<file path="config.mk">
export PLATFORM = sky130hd
export DESIGN_NAME = pwr_acq_seq
export DESIGN_NICKNAME = d
export VERILOG_FILES = /design/src/rtl/pah_pkg.sv /design/src/rtl/pah_power_fsm.sv /design/src/rtl/pah_trig_route.sv /design/src/rtl/pah_stop_ctrl.sv /design/src/rtl/pwr_acq_seq.sv
export SDC_FILE = /design/constraint.sdc
export NUM_CORES = 1
export LEC_CHECK = 0
export ABC_AREA = 0
export BUFFER_PORTS_ARGS = -buffer_cell sky130_fd_sc_hd__buf_4
export CAP_MARGIN = 20
export CELL_PAD_IN_SITES_DETAIL_PLACEMENT = 1
export CELL_PAD_IN_SITES_GLOBAL_PLACEMENT = 1
export CORE_AREA = 2 2 58 60
export CTS_CLUSTER_DIAMETER = 60
export DETAILED_ROUTE_END_ITERATION = 10
export DIE_AREA = 0 0 60 62
export PLACE_DENSITY_LB_ADDON = 0.1
export SKIP_CTS_REPAIR_TIMING = 1
export SLEW_MARGIN = 25
export SYNTH_ARGS = -nofsm -noshare
export SYNTH_HDL_FRONTEND = slang
export SYNTH_SLANG_ARGS = --single-unit
</file>
<file path="constraint.sdc">
create_clock -name clk -period 1.6 [get_ports clk]
set_input_delay 0.08 -clock clk [delete_from_list [all_inputs] [get_ports clk]]
set_output_delay 0.08 -clock clk [all_outputs]
set_load 0.03 [all_outputs]
</file>
<file path="src/rtl/pah_pkg.sv">
package pah_pkg;
  typedef enum logic [1:0] {
    PS_OFF   = 2'd0,
    PS_RAMP  = 2'd1,
    PS_READY = 2'd2,
    PS_STOP  = 2'd3
  } pwr_state_e;
endpackage

</file>
<file path="src/rtl/pah_power_fsm.sv">
module pah_power_fsm
  import pah_pkg::*;
#(
  parameter int CNT_W = 8
) (
  input  logic             clk,
  input  logic             rst_n,
  input  logic             pwr_req_i,
  input  logic             pdn_pend_i,
  input  logic             busy_i,
  input  logic [CNT_W-1:0] settle_len_i,
  output pwr_state_e       state_o,
  output logic             ramp_done_o
);
  pwr_state_e       state_q, state_n;
  logic [CNT_W-1:0] cnt_q, cnt_n;
  logic             cnt_en;

  // settling finished and no power-down pending
  assign ramp_done_o = (state_q == PS_RAMP) && (cnt_q == settle_len_i) && !pdn_pend_i;

  always_comb begin
    state_n = state_q;
    unique case (state_q)
      PS_OFF:   if (pwr_req_i && !pdn_pend_i) state_n = PS_RAMP;
      PS_RAMP: begin
        if (pdn_pend_i)       state_n = PS_STOP;
        else if (ramp_done_o) state_n = PS_READY;
      end
      PS_READY: if (pdn_pend_i) state_n = PS_STOP;
      PS_STOP:  if (!busy_i)    state_n = PS_OFF;
      default:  state_n = PS_OFF;
    endcase
  end

  // counter runs only while ramping, parked at zero otherwise
  assign cnt_en = (state_q == PS_RAMP) || (cnt_q != '0);
  always_comb begin
    cnt_n = '0;
    if (state_q == PS_RAMP) cnt_n = cnt_q + 1'b1;
  end

  always_ff @(posedge clk or negedge rst_n) begin
    if (!rst_n) begin
      state_q <= PS_OFF;
      cnt_q   <= '0;
    end else begin
      state_q <= state_n;
      if (cnt_en) cnt_q <= cnt_n;
    end
  end

  assign state_o = state_q;
endmodule

</file>
<file path="src/rtl/pah_trig_route.sv">
module pah_trig_route (
  input  logic clk,
  input  logic rst_n,
  input  logic cfg_we_i,
  input  logic cfg_auto_i,
  input  logic cfg_hwsrc_i,
  input  logic ramp_done_i,
  input  logic swtrig_wr_i,
  input  logic acq_done_i,
  output logic start_o,
  output logic trig_o,
  output logic busy_o,
  output logic cfg_bad_o
);
  logic auto_q, hwsrc_q;
  logic start_q, start_n;
  logic trig_q, trig_n;
  logic busy_q, busy_n;

  always_comb begin
    start_n = ramp_done_i && auto_q;
    trig_n  = (start_n && hwsrc_q) || (swtrig_wr_i && !hwsrc_q);
    busy_n  = (busy_q && !acq_done_i) || trig_n;
  end

  always_ff @(posedge clk or negedge rst_n) begin
    if (!rst_n) begin
      auto_q  <= 1'b0;
      hwsrc_q <= 1'b0;
    end else if (cfg_we_i) begin
      auto_q  <= cfg_auto_i;
      hwsrc_q <= cfg_hwsrc_i;
    end
  end

  always_ff @(posedge clk or negedge rst_n) begin
    if (!rst_n) begin
      start_q <= 1'b0;
      trig_q  <= 1'b0;
      busy_q  <= 1'b0;
    end else begin
      start_q <= start_n;
      trig_q  <= trig_n;
      busy_q  <= busy_n;
    end
  end

  assign start_o   = start_q;
  assign trig_o    = trig_q;
  assign busy_o    = busy_q;
  assign cfg_bad_o = hwsrc_q && !auto_q;
endmodule

</file>
<file path="src/rtl/pah_stop_ctrl.sv">
module pah_stop_ctrl
  import pah_pkg::*;
(
  input  logic       clk,
  input  logic       rst_n,
  input  logic       stop_wr_i,
  input  logic       pdn_wr_i,
  input  logic       dbg_entry_i,
  input  logic       busy_i,
  input  logic       acq_done_i,
  input  pwr_state_e state_i,
  output logic       stop_pend_o,
  output logic       pdn_pend_o,
  output logic       stop_o
);
  logic stop_q, stop_n;
  logic pdn_q, pdn_n;
  logic hs_q, hs_n;

  always_comb begin
    // stop bit: held while an acquisition runs, released on done or when idle
    stop_n = stop_q;
    if (stop_wr_i)                            stop_n = 1'b1;
    else if (stop_q && (!busy_i || acq_done_i)) stop_n = 1'b0;

    // power-down bit: released once the front end sits in OFF
    pdn_n = pdn_q;
    if (pdn_wr_i)                         pdn_n = 1'b1;
    else if (pdn_q && state_i == PS_OFF)  pdn_n = 1'b0;

    // handshake level to the acquisition sequencer
    hs_n = busy_i && !acq_done_i && (hs_q || stop_q || pdn_q || dbg_entry_i);
  end

  always_ff @(posedge clk or negedge rst_n) begin
    if (!rst_n) begin
      stop_q <= 1'b0;
      pdn_q  <= 1'b0;
      hs_q   <= 1'b0;
    end else begin
      stop_q <= stop_n;
      pdn_q  <= pdn_n;
      hs_q   <= hs_n;
    end
  end

  assign stop_pend_o = stop_q;
  assign pdn_pend_o  = pdn_q;
  assign stop_o      = hs_q;
endmodule

</file>
<file path="src/rtl/pwr_acq_seq.sv">
module pwr_acq_seq
  import pah_pkg::*;
#(
  parameter int CNT_W = 8
) (
  input  logic             clk,
  input  logic             rst_n,
  input  logic             pwr_req_i,
  input  logic             dbg_entry_i,
  input  logic             cfg_we_i,
  input  logic             cfg_auto_i,
  input  logic             cfg_hwsrc_i,
  input  logic [CNT_W-1:0] settle_len_i,
  input  logic             stop_wr_i,
  input  logic             pdn_wr_i,
  input  logic             swtrig_wr_i,
  input  logic             acq_done_i,
  output logic [1:0]       pwr_state_o,
  output logic             acq_start_o,
  output logic             acq_trig_o,
  output logic             acq_stop_o,
  output logic             acq_busy_o,
  output logic             stop_pend_o,
  output logic             pdn_pend_o,
  output logic             cfg_bad_o
);
  pwr_state_e state;
  logic       ramp_done;
  logic       busy;
  logic       pdn_pend;

  pah_power_fsm #(.CNT_W(CNT_W)) u_fsm (
    .clk          (clk),
    .rst_n        (rst_n),
    .pwr_req_i    (pwr_req_i),
    .pdn_pend_i   (pdn_pend),
    .busy_i       (busy),
    .settle_len_i (settle_len_i),
    .state_o      (state),
    .ramp_done_o  (ramp_done)
  );

  pah_trig_route u_trig (
    .clk         (clk),
    .rst_n       (rst_n),
    .cfg_we_i    (cfg_we_i),
    .cfg_auto_i  (cfg_auto_i),
    .cfg_hwsrc_i (cfg_hwsrc_i),
    .ramp_done_i (ramp_done),
    .swtrig_wr_i (swtrig_wr_i),
    .acq_done_i  (acq_done_i),
    .start_o     (acq_start_o),
    .trig_o      (acq_trig_o),
    .busy_o      (busy),
    .cfg_bad_o   (cfg_bad_o)
  );

  pah_stop_ctrl u_stop (
    .clk         (clk),
    .rst_n       (rst_n),
    .stop_wr_i   (stop_wr_i),
    .pdn_wr_i    (pdn_wr_i),
    .dbg_entry_i (dbg_entry_i),
    .busy_i      (busy),
    .acq_done_i  (acq_done_i),
    .state_i     (state),
    .stop_pend_o (stop_pend_o),
    .pdn_pend_o  (pdn_pend),
    .stop_o      (acq_stop_o)
  );

  assign pwr_state_o = state;
  assign acq_busy_o  = busy;
  assign pdn_pend_o  = pdn_pend;
endmodule

</file>
==> results.md, run 1 <==
Worst setup path:
- The sort of element at the start of the critical path is a register.
- At the worst endpoint, the arrival time is 1720 ps.
- The critical path capture point type is a register.
- The family with the most delay on the worst path is flip-flops.
- Counting both buffers and inverters, the worst setup path holds a total of 1.
- In this run the worst path has a maximum fanout of 5.
- For the worst setup path, the data required time is 1790 ps.
- For this design, the slowest cell found on the critical path is dfrtp_2.
- The delay of the slowest cell on the worst path is 450 ps.
- The type of the setup path with the least slack is register to register.
- The signal on the critical path passes through inv_2 -> ha_2 -> a22oi_2 -> o311ai_4 -> mux2_4.

STA:
- Setup repair after global routing left no endpoint under its margin.
- The worst pin sits at a relative slew slack of about three quarters.
- The final critical path time including I/O delays and setup is roughly 1500 ps.
- The setup total negative slack is 0 ps.
- The final hold violation count is 0.
- Setup violations remaining at the end of the flow were counted as 0.
- Derived from the worst setup path, the maximum achievable clock frequency is 653.6 MHz.
- For the pin with the worst max-slew slack, the measured transition is 350.3 ps.
- The share of the clock period used by the worst path is a little over nine tenths.
- The number of slew-limit violations in the final report is 0.
- The worst setup skew after layout is about 3.4 ps.

Synthesis:
- The area of the mapped netlist is 0.001023 mm2.
- Synthesis produced a netlist whose cell count is 95.
- After synthesis, flip-flops and latches occupy 44.01% of the total area.
- The library cell with the largest summed area after synthesis is dfrtp_1.
- The mean post-synth cell area is around 11 um2.
- Multiplexer cells account for approximately 4.6% of the synthesized area.
- Sorting the synthesized cells by area gives the leading types as dfrtp_1, xnor2_1, ha_1.
- Summed over its instances, the top area cell type makes up approximately 44% of the synthesized netlist area.
- The post-synthesis share of cell area spent on xor and xnor gates is 12.71%.
- Synthesis produced a netlist with a net count of 120.
- The post-synthesis compound-gate area fraction is roughly a tenth.
- After synthesis, the netlist uses 30 different library cells.
- After synthesis, the largest family of logic cells by area is simple AND/OR/NAND/NOR gates.
- Of the total synthesized cell area, the portion taken by AND, OR, NAND and NOR gates is ~17%.
- In this run, synthesis produced a sequential element count of 18.
- During synthesis, Yosys emitted a total of 0 warnings.
- The adder-cell share of the synthesized area is 7.335%.

Clock network:
- The maximum clock path buffer count is 2.
- The deepest level of the CTS H-tree is 1.
- TritonCTS built the clock tree.
- The CTS sink count is 18.
- The root buffer cell is clkbuf_4.
- The insertion delay of the later-clocked pin in the worst-skew pair is about 290 ps.
- After clock tree synthesis, the clock-pin slew on the worst setup and hold paths is around 110 ps.
- The number of clock buffers inserted by TritonCTS is 3.

Pwr:
- Power spread over the standard cell area amounts to 1264 mW/mm2.
- The largest voltage drop on the vdd net is slightly below 0.0007 V.
- The static leakage is slightly below 0.7 nW.
- The sum of internal, switching and leakage power is about 1.9 mW.

Global route:
- The global router's overall resource usage is 14.55%.
- The layer with the highest usage is met2.
- After global routing the overflow that remains totals 0.
- For met2 alone, demand over resource in global routing was between 20 and 30%.
- For this run, global-route usage on met1 was measured as approximately 17%.
- Entering global routing, the biggest net connects 19 pins.
- The initial antenna violation count is 0.
- The global-route wire length before repair is approximately 4000 um.
- The number of global-route vias before repair came to approximately 920.
- The met3 demand-to-capacity share in global routing is under 10%.

Placement:
- The half-perimeter wire length of the detailed placement result is around 1900 um.
- The number of input and output port buffers inserted is 27.
- The routability congestion estimate is 0.7804.

Die:
- The full die area is about 0.0037 mm2.
- From left edge to right edge, the die measures 60 um.
- In this run the count of I/O pins placed on the die edge is 28.
- In this run the core area contains 21 standard-cell rows.
- The region available for standard cell placement spans about 0.0032 mm2.
- From bottom edge to top edge, the die measures 62 um.
- Once the floorplan was initialized, standard cells occupied around 32% of the core.

Detailed routing:
- The count of routing violations after the opening detailed-route iteration is 11.
- The detailed-routing iteration count for the pre-antenna-repair pass is 4.
- The number of vias after detailed routing is roughly 860.
- The number of routed nets with antenna violations is 0.
- After detailed routing, the total wire length is about 2400 um.
- In the final routed layout, each cell accounts on average for between 10 and 15 um.
- In the routed layout, each cell is associated on average with a via count of around 4.5.
- In the routed design, unresolved DRC markers number 0.

Finish:
- The final-stage net count is 169.
- The area growth from synthesis to layout is 45.11%.
- The post-route netlist has around 44% of its cells at a drive strength greater than 1.
- The repair_antennas step left the layout with diodes totalling 0.

Flow run:
- The number of maximum-capacitance violations is 0.

Status:
- The flow ran to the end, and the final reports show no timing, DRC or antenna violations.

Min path:
- The path type of the worst min-delay path is input pin to register.
==> stage by stage <==
stage	setup slack, ps	hold WS [ps]	area (um2)	std cells	util, %
global route	2.877	2.162	1485	189	46.71
CTS	11.78	-365.6	1415	182	44.51
global placement	81.88	-33.31	1379	178	43.37
floorplan	10.79	-215.6	1044	95	-
finish	70.03	21.18	1485	189	46.71
detailed placement	18.97	-30.46	1379	178	43.37
==> cells in the mapped netlist <==
cell type  count
dfrtp_1       18
nor2_1         9
xnor2_1        9
inv_1          8
ha_1           6
nand3_1        6
o21ai_0        5
xor2_1         4
nand2_1        3
a21oi_1        2
and3_2         2
mux2_2         2
nand4_1        2
nand4_2        2
o21bai_1       2
a211oi_2       1
a22oi_2        1
and3_1         1
clkinv_1       1
mux2_4         1
mux2i_1        1
nand2b_1       1
nor2_4         1
nor2b_1        1
nor3_1         1
nor4_1         1
nor4b_1        1
o211ai_1       1
o311ai_4       1
xnor2_2        1
==> cell type report <==
type	instances	area, um2
Clock buffer	4	36.28
Fill cell	367	1694
Inverter	9	38.79
Multi-Input combinational cell	68	556.8
Sequential cell	18	452.9
Tap cell	46	57.56
Timing Repair Buffer	44	342.8
==> layer usage <==
layer,up-vias,wire length (um)
met5,-,0
met4,0,18
met3,2,113
met2,24,1299
met1,411,948
li1,422,-
==> registers in the layout, summed over array words and instances, names as in the netlist <==
name and count:
u_trig.busy_o 1, u_fsm.state_o 2, u_trig.start_o 1, u_stop.stop_pend_o 1, u_stop.pdn_pend_o 1, u_trig.trig_o 1, u_fsm.cnt_q 8, u_trig.hwsrc_q 1
u_stop.stop_o 1, u_trig.auto_q 1
==> final timing paths <==
check / start / end / slack (ps) / cells past startpoint
worst max-delay path: u_fsm.state_o[0]$_DFFE_PN0P_ / u_fsm.state_o[1]$_DFFE_PN0P_ / 70 / 5
worst min-delay path: cfg_auto_i / u_trig.auto_q$_DFFE_PN0P_ / 20 / 2
worst max register to register: u_fsm.state_o[0]$_DFFE_PN0P_ / u_fsm.state_o[1]$_DFFE_PN0P_ / 70 / 5
worst min register to register: u_stop.stop_o$_DFF_PN0_ / u_stop.stop_o$_DFF_PN0_ / 540 / 2
max in group asynchronous: rst_n / u_fsm.state_o[1]$_DFFE_PN0P_ / 1200 / 2
min in group asynchronous: rst_n / u_fsm.state_o[0]$_DFFE_PN0P_ / 180 / 2
==> cells by family (layout without fill, tap and decap cells) <==
group / Yosys count / count (layout)
XOR/XNOR: 14 / 14
buffers and inverters: 9 / 57
AO/OA/AOI/OAI: 13 / 13
AND/OR/NAND/NOR: 31 / 31
flip-flops: 18 / 18
multiplexers: 4 / 4
adder cells (fa/ha/maj): 6 / 6
==> power breakdown <==
part	leakage (nW)	internal (mW)	switching (mW)	total, mW
clock	0.0210	0.138	0.144	0.282
combinational	0.430	0.471	0.495	0.967
sequential	0.229	0.535	0.0933	0.628
==> layout by cell type, fill, tap and decap left out, types with 3 or more instances in the layout <==
cell / n
ha_1: 3
buf_4: 39
inv_1: 6
nand2_1: 3
dfrtp_1: 16
dlygate4sd3_1: 5
o21ai_0: 5
nand3_1: 6
clkbuf_4: 3
xnor2_1: 9
nor2_1: 9
xor2_1: 4
Power figures use the tool's default switching activity.
==> run 2, diff against run 1 <==
--- a/config.mk
+++ b/config.mk
@@ -15,6 +15,7 @@
 export DETAILED_ROUTE_END_ITERATION = 10
 export DIE_AREA = 0 0 60 62
 export PLACE_DENSITY_LB_ADDON = 0.1
+export RECOVER_POWER = 50
 export SKIP_CTS_REPAIR_TIMING = 1
 export SLEW_MARGIN = 25
 export SYNTH_ARGS = -nofsm -noshare
==> run 2 against run 1 <==
Compared with the run above:
- cell count did not move
- total power fell by 0.26%
- combinational power fell by 0.5%
- setup slack improved by 1.1 ps
- via count fell by 0.58%
- first-iteration DRC count fell by 73%
- maximum frequency barely moved
- sequential power barely moved
- largest cell class unchanged
- highest routed layer unchanged
==> results.md, run 2 (synthesized netlist as in run 1, its figures left out) <==
Clock network:
- The root buffer cell is clkbuf_4.
- The deepest level of the CTS H-tree was 1 (unchanged).
- TritonCTS built the clock tree.
- The CTS clock-pin slew for the worst setup and hold paths is 110 ps (about the same).
- The insertion delay of the later-clocked pin in the worst-skew pair is 290 ps (about the same).
- The number of clock buffers inserted by TritonCTS came to 3 (unchanged).
- The CTS sink count is 18 (unchanged).
- The maximum clock path buffer count came to 2 (unchanged).

Pwr:
- The sequential cell fraction of total power is 33.5% (about the same).
- The total net switching power came to 0.7302 mW (-0.27%).
- The power density of the placed cells is 1267 mW/mm2 (+0.25%).
- The total internal power is 1.142 mW (-0.25%).
- The clock network fraction of total power is 15.1% (about the same).
- The part of the power in combinational logic was 51.4% (about the same).
- The largest voltage drop on the vdd net is 0.0006760 V (about the same).
- The static leakage is 0.6725 nW (-1.1%).
- The switching part of the total power is 39.01% (about the same).

STA:
- Setup repair after global routing left no endpoint under its margin.
- The share of the clock period used by the worst path is 95.56% (about the same).
- The setup total negative slack is 0 ps (unchanged).
- The final critical path time including I/O delays and setup is 1529 ps (-1.069 ps).
- The number of setup violations in the final report came to 0 (unchanged).
- The number of slew-limit violations in the final report was 0 (unchanged).
- The maximum clock frequency was 654.1 MHz (about the same).
- The measured slew at the worst slew-check pin was 975.0 ps (+624.7 ps).
- The worst max-slew margin expressed relative to the limit was 35.00% (-41 points).
- The tightest hold margin is 21.18 ps (+0.001500 ps).
- The worst setup skew after layout was 3.415 ps (+0.02711 ps).
- The final hold violation count is 0 (unchanged).

Die:
- The core area is 0.003179 mm2 (unchanged).
- The full die area was 0.003720 mm2 (unchanged).
- The height of the die is 62 um (unchanged).
- The number of top-level pins was 28 (unchanged).
- The width of the die is 60 um (unchanged).
- The standard-cell row count is 21 (unchanged).
- The initial core utilization came to 32.19% (unchanged).

Detailed routing:
- The routed via count divided by cell count is 4.519 (-0.58%).
- The count of routing violations after the opening detailed-route iteration was 3 (-8).
- The DRC violations left is 0 (unchanged).
- The number of routed nets with antenna violations is 0 (unchanged).
- The detailed-routing iteration count for the pre-antenna-repair pass is 4 (unchanged).
- The total wire length was 2352 um (-1.2%).
- The routed wire length per instance came to 12.44 um (-1.2%).
- The number of vias after detailed routing is 854 (-0.58%).

Global route:
- The global router's overall resource usage came to 14.55% (unchanged).
- The residual overflow from global routing is 0 (unchanged).
- The number of global-route vias before repair is 924 (unchanged).
- The initial antenna violation count came to 0 (unchanged).
- The global-route wire length before repair was 3974 um (unchanged).
- The pin count of the biggest net entering global routing is 19 (unchanged).

Finish:
- Leaving out fill and tap cells, the most frequent cells in the layout are buf_4, dfrtp_1, nor2_1, xnor2_1.
- The antenna diode count is 0 (unchanged).
- The final-stage net count is 169 (unchanged).
- The number of flip-flops in the largest register is 8 (unchanged).
- The share of cells above drive strength 1 was 42.66% (-1.4 points).
- The final cell area excluding filler cells came to 0.001478 mm2 (-0.50%).
- The area growth from synthesis to layout is 44.38%.
- The most common library cell in the layout ignoring fill and taps is buf_4.
- The largest register by flop count is u_fsm.cnt_q.

Min path:
- The path type of the worst min-delay path is input pin to register.

Placement:
- The standard cell area after detailed placement came to 0.001379 mm2 (unchanged).
- The routability congestion estimate is 0.7804 (unchanged).
- The half-perimeter wire length of the detailed placement result is 1880 um (unchanged).
- The number of input and output port buffers inserted came to 27 (unchanged).

Worst setup path:
- The data required time of the critical path came to 1790 ps (about the same).
- The peak fanout along the critical path is 5 (unchanged).
- The data arrival time of the critical path is 1710 ps (about the same).
- The critical path capture point type is a register.
- STA classifies the critical path startpoint as a register.
- The type of the setup path with the least slack is register to register.

Flow run:
- The number of maximum-capacitance violations came to 0 (unchanged).

Status:
- The run finished with clean final reports.
run 2: changes by cell type in the layout (fill, tap and decap cells not counted):
| cell | before | now |
|---|---|---|
| buf_4 | 39 | 37 |
| clkbuf_1 | 0 | 2 |
run 2: power groups by stage:
stage	registers [mW]	logic (mW)	clock network (mW)
after CTS	0.626	0.925	0.297
final	0.628	0.962	0.282
after detailed placement	0.635	0.919	0
after floorplan	0.719	0.505	0
after global placement	0.628	0.904	0
after global routing	0.643	1.05	0.321
run 2: per-stage QoR:
stage	total power, mW	setup WS (ps)	std cells	utilization [%]
after floorplan	1.224	10.79	95	-
after global placement	1.532	81.88	178	43.37
after detailed placement	1.554	18.97	178	43.37
after CTS	1.847	11.78	182	44.51
after global routing	2.016	2.877	189	46.48
final	1.872	71.10	189	46.48
run 2: critical path: stages (launching register included):
cell and delay (ps):
dfrtp_2 450, inv_2 80, ha_2 190, a22oi_2 240, o311ai_4 150, mux2_4 320
run 2: worst paths after layout:
| path | from | end | slack (ps) | cells past startpoint |
|---|---|---|---|---|
| worst max-delay path | u_fsm.state_o[0]$_DFFE_PN0P_ | u_fsm.state_o[1]$_DFFE_PN0P_ | 70 | 5 |
| worst min-delay path | cfg_auto_i | u_trig.auto_q$_DFFE_PN0P_ | 20 | 2 |
| worst max register to register | u_fsm.state_o[0]$_DFFE_PN0P_ | u_fsm.state_o[1]$_DFFE_PN0P_ | 70 | 5 |
| worst min register to register | u_stop.stop_o$_DFF_PN0_ | u_stop.stop_o$_DFF_PN0_ | 540 | 2 |
| max in group asynchronous | rst_n | u_fsm.state_o[1]$_DFFE_PN0P_ | 500 | 2 |
| min in group asynchronous | rst_n | u_fsm.state_o[0]$_DFFE_PN0P_ | 450 | 2 |
run 2: area by class of cell:
type | count | area (um2)
clock buffer | 4 | 36.28
inverter | 9 | 38.79
multi-input combinational | 68 | 556.8
tap | 46 | 57.56
fill | 366 | 1702
timing repair buffer | 44 | 335.3
sequential | 18 | 452.9
run 2: layer usage:
metal,vias to the layer above,routed length (um),global-route usage [%]
li1,422,-,-
met1,406,922,16.75
met2,24,1298,27.33
met3,2,113,1.863
met4,0,18,5.714
met5,-,0,0
==> run 3, diff against run 2 <==
--- a/config.mk
+++ b/config.mk
@@ -14,7 +14,7 @@
 export CTS_CLUSTER_DIAMETER = 60
 export DETAILED_ROUTE_END_ITERATION = 10
 export DIE_AREA = 0 0 60 62
-export PLACE_DENSITY_LB_ADDON = 0.1
+export PLACE_DENSITY = 0.69
 export RECOVER_POWER = 50
 export SKIP_CTS_REPAIR_TIMING = 1
 export SLEW_MARGIN = 25
==> run 3 against run 2 <==
Compared with the run above:
- cell count is 2.1% lower
- maximum frequency is 1.4% lower
- non-clock buffer count is 4 lower
- via count is 1.5% higher
- sequential power hardly changed
- utilization is 1.2 points lower
==> results.md, run 3 (synthesized netlist as in run 1, its figures left out) <==
STA:
- The share of the clock period used by the worst path is 96.90% (+1.3 points).
- The number of slew-limit violations in the final report came to 0 (unchanged).
- The measured slew at the worst slew-check pin was 1012 ps (+37.47 ps).
- The final critical path time including I/O delays and setup is 1550 ps (+21.49 ps).
- The maximum clock frequency is 645.0 MHz (-1.4%).
- The setup total negative slack is 0 ps (unchanged).
- The worst max-slew margin expressed relative to the limit is 32.50% (-2.5 points).
- The worst setup skew after layout is 2.633 ps (-0.7823 ps).
- The final hold violation count is 0 (unchanged).
- The tightest hold margin was 1.556 ps (-19.63 ps).
- The number of setup violations in the final report is 0 (unchanged).
- Setup repair after global routing left no endpoint under its margin.

Finish:
- The most common library cell in the layout ignoring fill and taps is buf_4.
- In the layout the commonest cells are buf_4, dfrtp_1, nor2_1, xnor2_1.
- The antenna diode count is 0 (unchanged).
- Counting flops per register, the top entry is u_fsm.cnt_q.
- The non-filler instance count after layout was 185 (-2.1%).
- The number of flip-flops in the largest register is 8 (unchanged).
- The share of cells above drive strength 1 is 41.73% (-0.93 points).
- From synthesis to final layout, the design area changed by 40.71%.
- The final cell area excluding filler cells is 0.001440 mm2 (-2.5%).
- The final-stage net count is 165 (-2.4%).

Detailed routing:
- The routed via count divided by cell count is 4.686 (+3.7%).
- The met1 layer wirelength in the final routing is 966 um (+4.8%).
- The count of routing violations after the opening detailed-route iteration is 9 (+6).
- The number of routed nets with antenna violations came to 0 (unchanged).
- The routed wire length per instance is 13.65 um (+9.7%).
- The detailed-routing iteration count for the pre-antenna-repair pass is 3 (-1).
- The number of vias after detailed routing is 867 (+1.5%).
- The wire length on met2 is 1393 um (+7.3%).
- The DRC violations left is 0 (unchanged).
- The total wire length is 2526 um (+7.4%).
- Signal routing reaches up to met4.
- The detailed-routed wire length on met3 is 100 um (-12%).

Clock network:
- The CTS tree is done.
- The tree is rooted in a clkbuf_4.
- The CTS clock-pin slew for the worst setup and hold paths came to 100 ps (about the same).
- The insertion delay of the later-clocked pin in the worst-skew pair is 300 ps (about the same).
- The deepest level of the CTS H-tree is 1 (unchanged).
- The number of clock buffers inserted by TritonCTS is 3 (unchanged).
- The maximum clock path buffer count is 2 (unchanged).
- The CTS sink count is 18 (unchanged).

Die:
- The height of the die came to 62 um (unchanged).
- The number of top-level pins came to 28 (unchanged).
- The initial core utilization is 32.19% (unchanged).
- The width of the die is 60 um (unchanged).
- The standard-cell row count is 21 (unchanged).
- The core area was 0.003179 mm2 (unchanged).
- The full die area came to 0.003720 mm2 (unchanged).

Pwr:
- The power density of the placed cells is 1293 mW/mm2 (+2.1%).
- The switching part of the total power is 39.99% (+0.98 points).
- The total net switching power came to 0.7445 mW (+2.0%).
- The total internal power is 1.117 mW (-2.1%).
- The static leakage is 0.6570 nW (-2.3%).
- The clock network fraction of total power was 15.4% (+0.3 points).
- The sum of internal, switching and leakage power was 1.862 mW (-0.53%).
- The largest voltage drop on the vdd net is 0.0005330 V (-21%).
- The sequential cell fraction of total power came to 33.6% (about the same).
- The part of the power in combinational logic was 51.0% (-0.4 points).

Worst setup path:
- The data required time of the critical path was 1790 ps (about the same).
- The worst setup path is captured at a register.
- The peak fanout along the critical path was 4 (-1).
- The sort of element at the start of the critical path is a register.
- The worst setup path is of the register to register kind.
- The data arrival time of the critical path is 1740 ps (+30 ps).

Global route:
- The number of global-route vias before repair is 894 (-3.2%).
- The global-route wire length before repair is 3877 um (-2.4%).
- The initial antenna violation count came to 0 (unchanged).
- The global router's overall resource usage was 14.64% (+0.081 points).
- The pin count of the biggest net entering global routing is 19 (unchanged).
- The residual overflow from global routing is 0 (unchanged).

Placement:
- The routability congestion estimate is 0.7203 (-7.7%).
- The number of input and output port buffers inserted is 27 (unchanged).
- The cell total after placement is 177 (-0.56%).
- The half-perimeter wire length of the detailed placement result is 2011 um (+7.0%).
- The standard cell area after detailed placement was 0.001371 mm2 (-0.54%).

Flow run:
- The number of maximum-capacitance violations is 0 (unchanged).

Status:
- The flow ran to the end, and the final reports show no timing, DRC or antenna violations.

Min path:
- The min-delay analysis places its worst path in the category input pin to register.
-- run 3: cell count changes in the layout (fill, tap and decap cells not counted) --
cell           change
ha_2               -1
dlygate4sd3_1      -2
buf_4              -2
ha_1               +1
-- run 3: per-layer routing --
layer	vias up	GRT usage, %
li1	413	-
met5	-	0
met2	27	26.55
met4	0	9.841
met3	6	2.070
met1	421	15.83
-- run 3: power by group through the flow --
| stage | combinational (mW) | sequential, mW | clock, mW |
|---|---|---|---|
| floorplan | 0.505 | 0.719 | 0 |
| global placement | 0.879 | 0.633 | 0 |
| detailed placement | 0.917 | 0.640 | 0 |
| CTS | 0.928 | 0.633 | 0.297 |
| global route | 1.04 | 0.639 | 0.323 |
| finish | 0.950 | 0.626 | 0.286 |
-- run 3: worst max-delay path: stages, from the launching register on --
cell and delay [ps]:
dfrtp_2 420, inv_2 70, ha_1 210, a22oi_2 260, o311ai_4 150, mux2_4 320
-- run 3: area by class of cell --
| class | instances | area (um2) |
|---|---|---|
| inverters | 9 | 38.79 |
| clock buffers | 4 | 36.28 |
| flip-flops and latches | 18 | 452.9 |
| fillers | 364 | 1739 |
| multi-input cells | 68 | 554.3 |
| repair buffers | 40 | 300.3 |
| well taps | 46 | 57.56 |
-- run 3: path summary, 6_finish.rpt --
path	startpoint	to	slack, ps	depth (start not counted)
hold / removal	dbg_entry_i	u_stop.stop_o$_DFF_PN0_	2	3
setup reg to reg	u_fsm.state_o[0]$_DFFE_PN0P_	u_fsm.state_o[1]$_DFFE_PN0P_	50	5
setup / recovery	u_fsm.state_o[0]$_DFFE_PN0P_	u_fsm.state_o[1]$_DFFE_PN0P_	50	5
max in group asynchronous	rst_n	u_fsm.state_o[1]$_DFFE_PN0P_	470	2
min in group asynchronous	rst_n	u_stop.pdn_pend_o$_DFFE_PN0P_	460	2
hold reg to reg	u_stop.stop_o$_DFF_PN0_	u_stop.stop_o$_DFF_PN0_	540	2
-- run 3: stage by stage --
| step | util (%) | worst slack (ps) |
|---|---|---|
| after floorplan | - | 10.79 |
| after global placement | 43.13 | 88.33 |
| after detailed placement | 43.13 | 20.48 |
| after CTS | 44.27 | -13.85 |
| after global routing | 45.30 | 8.738 |
| final | 45.30 | 49.61 |
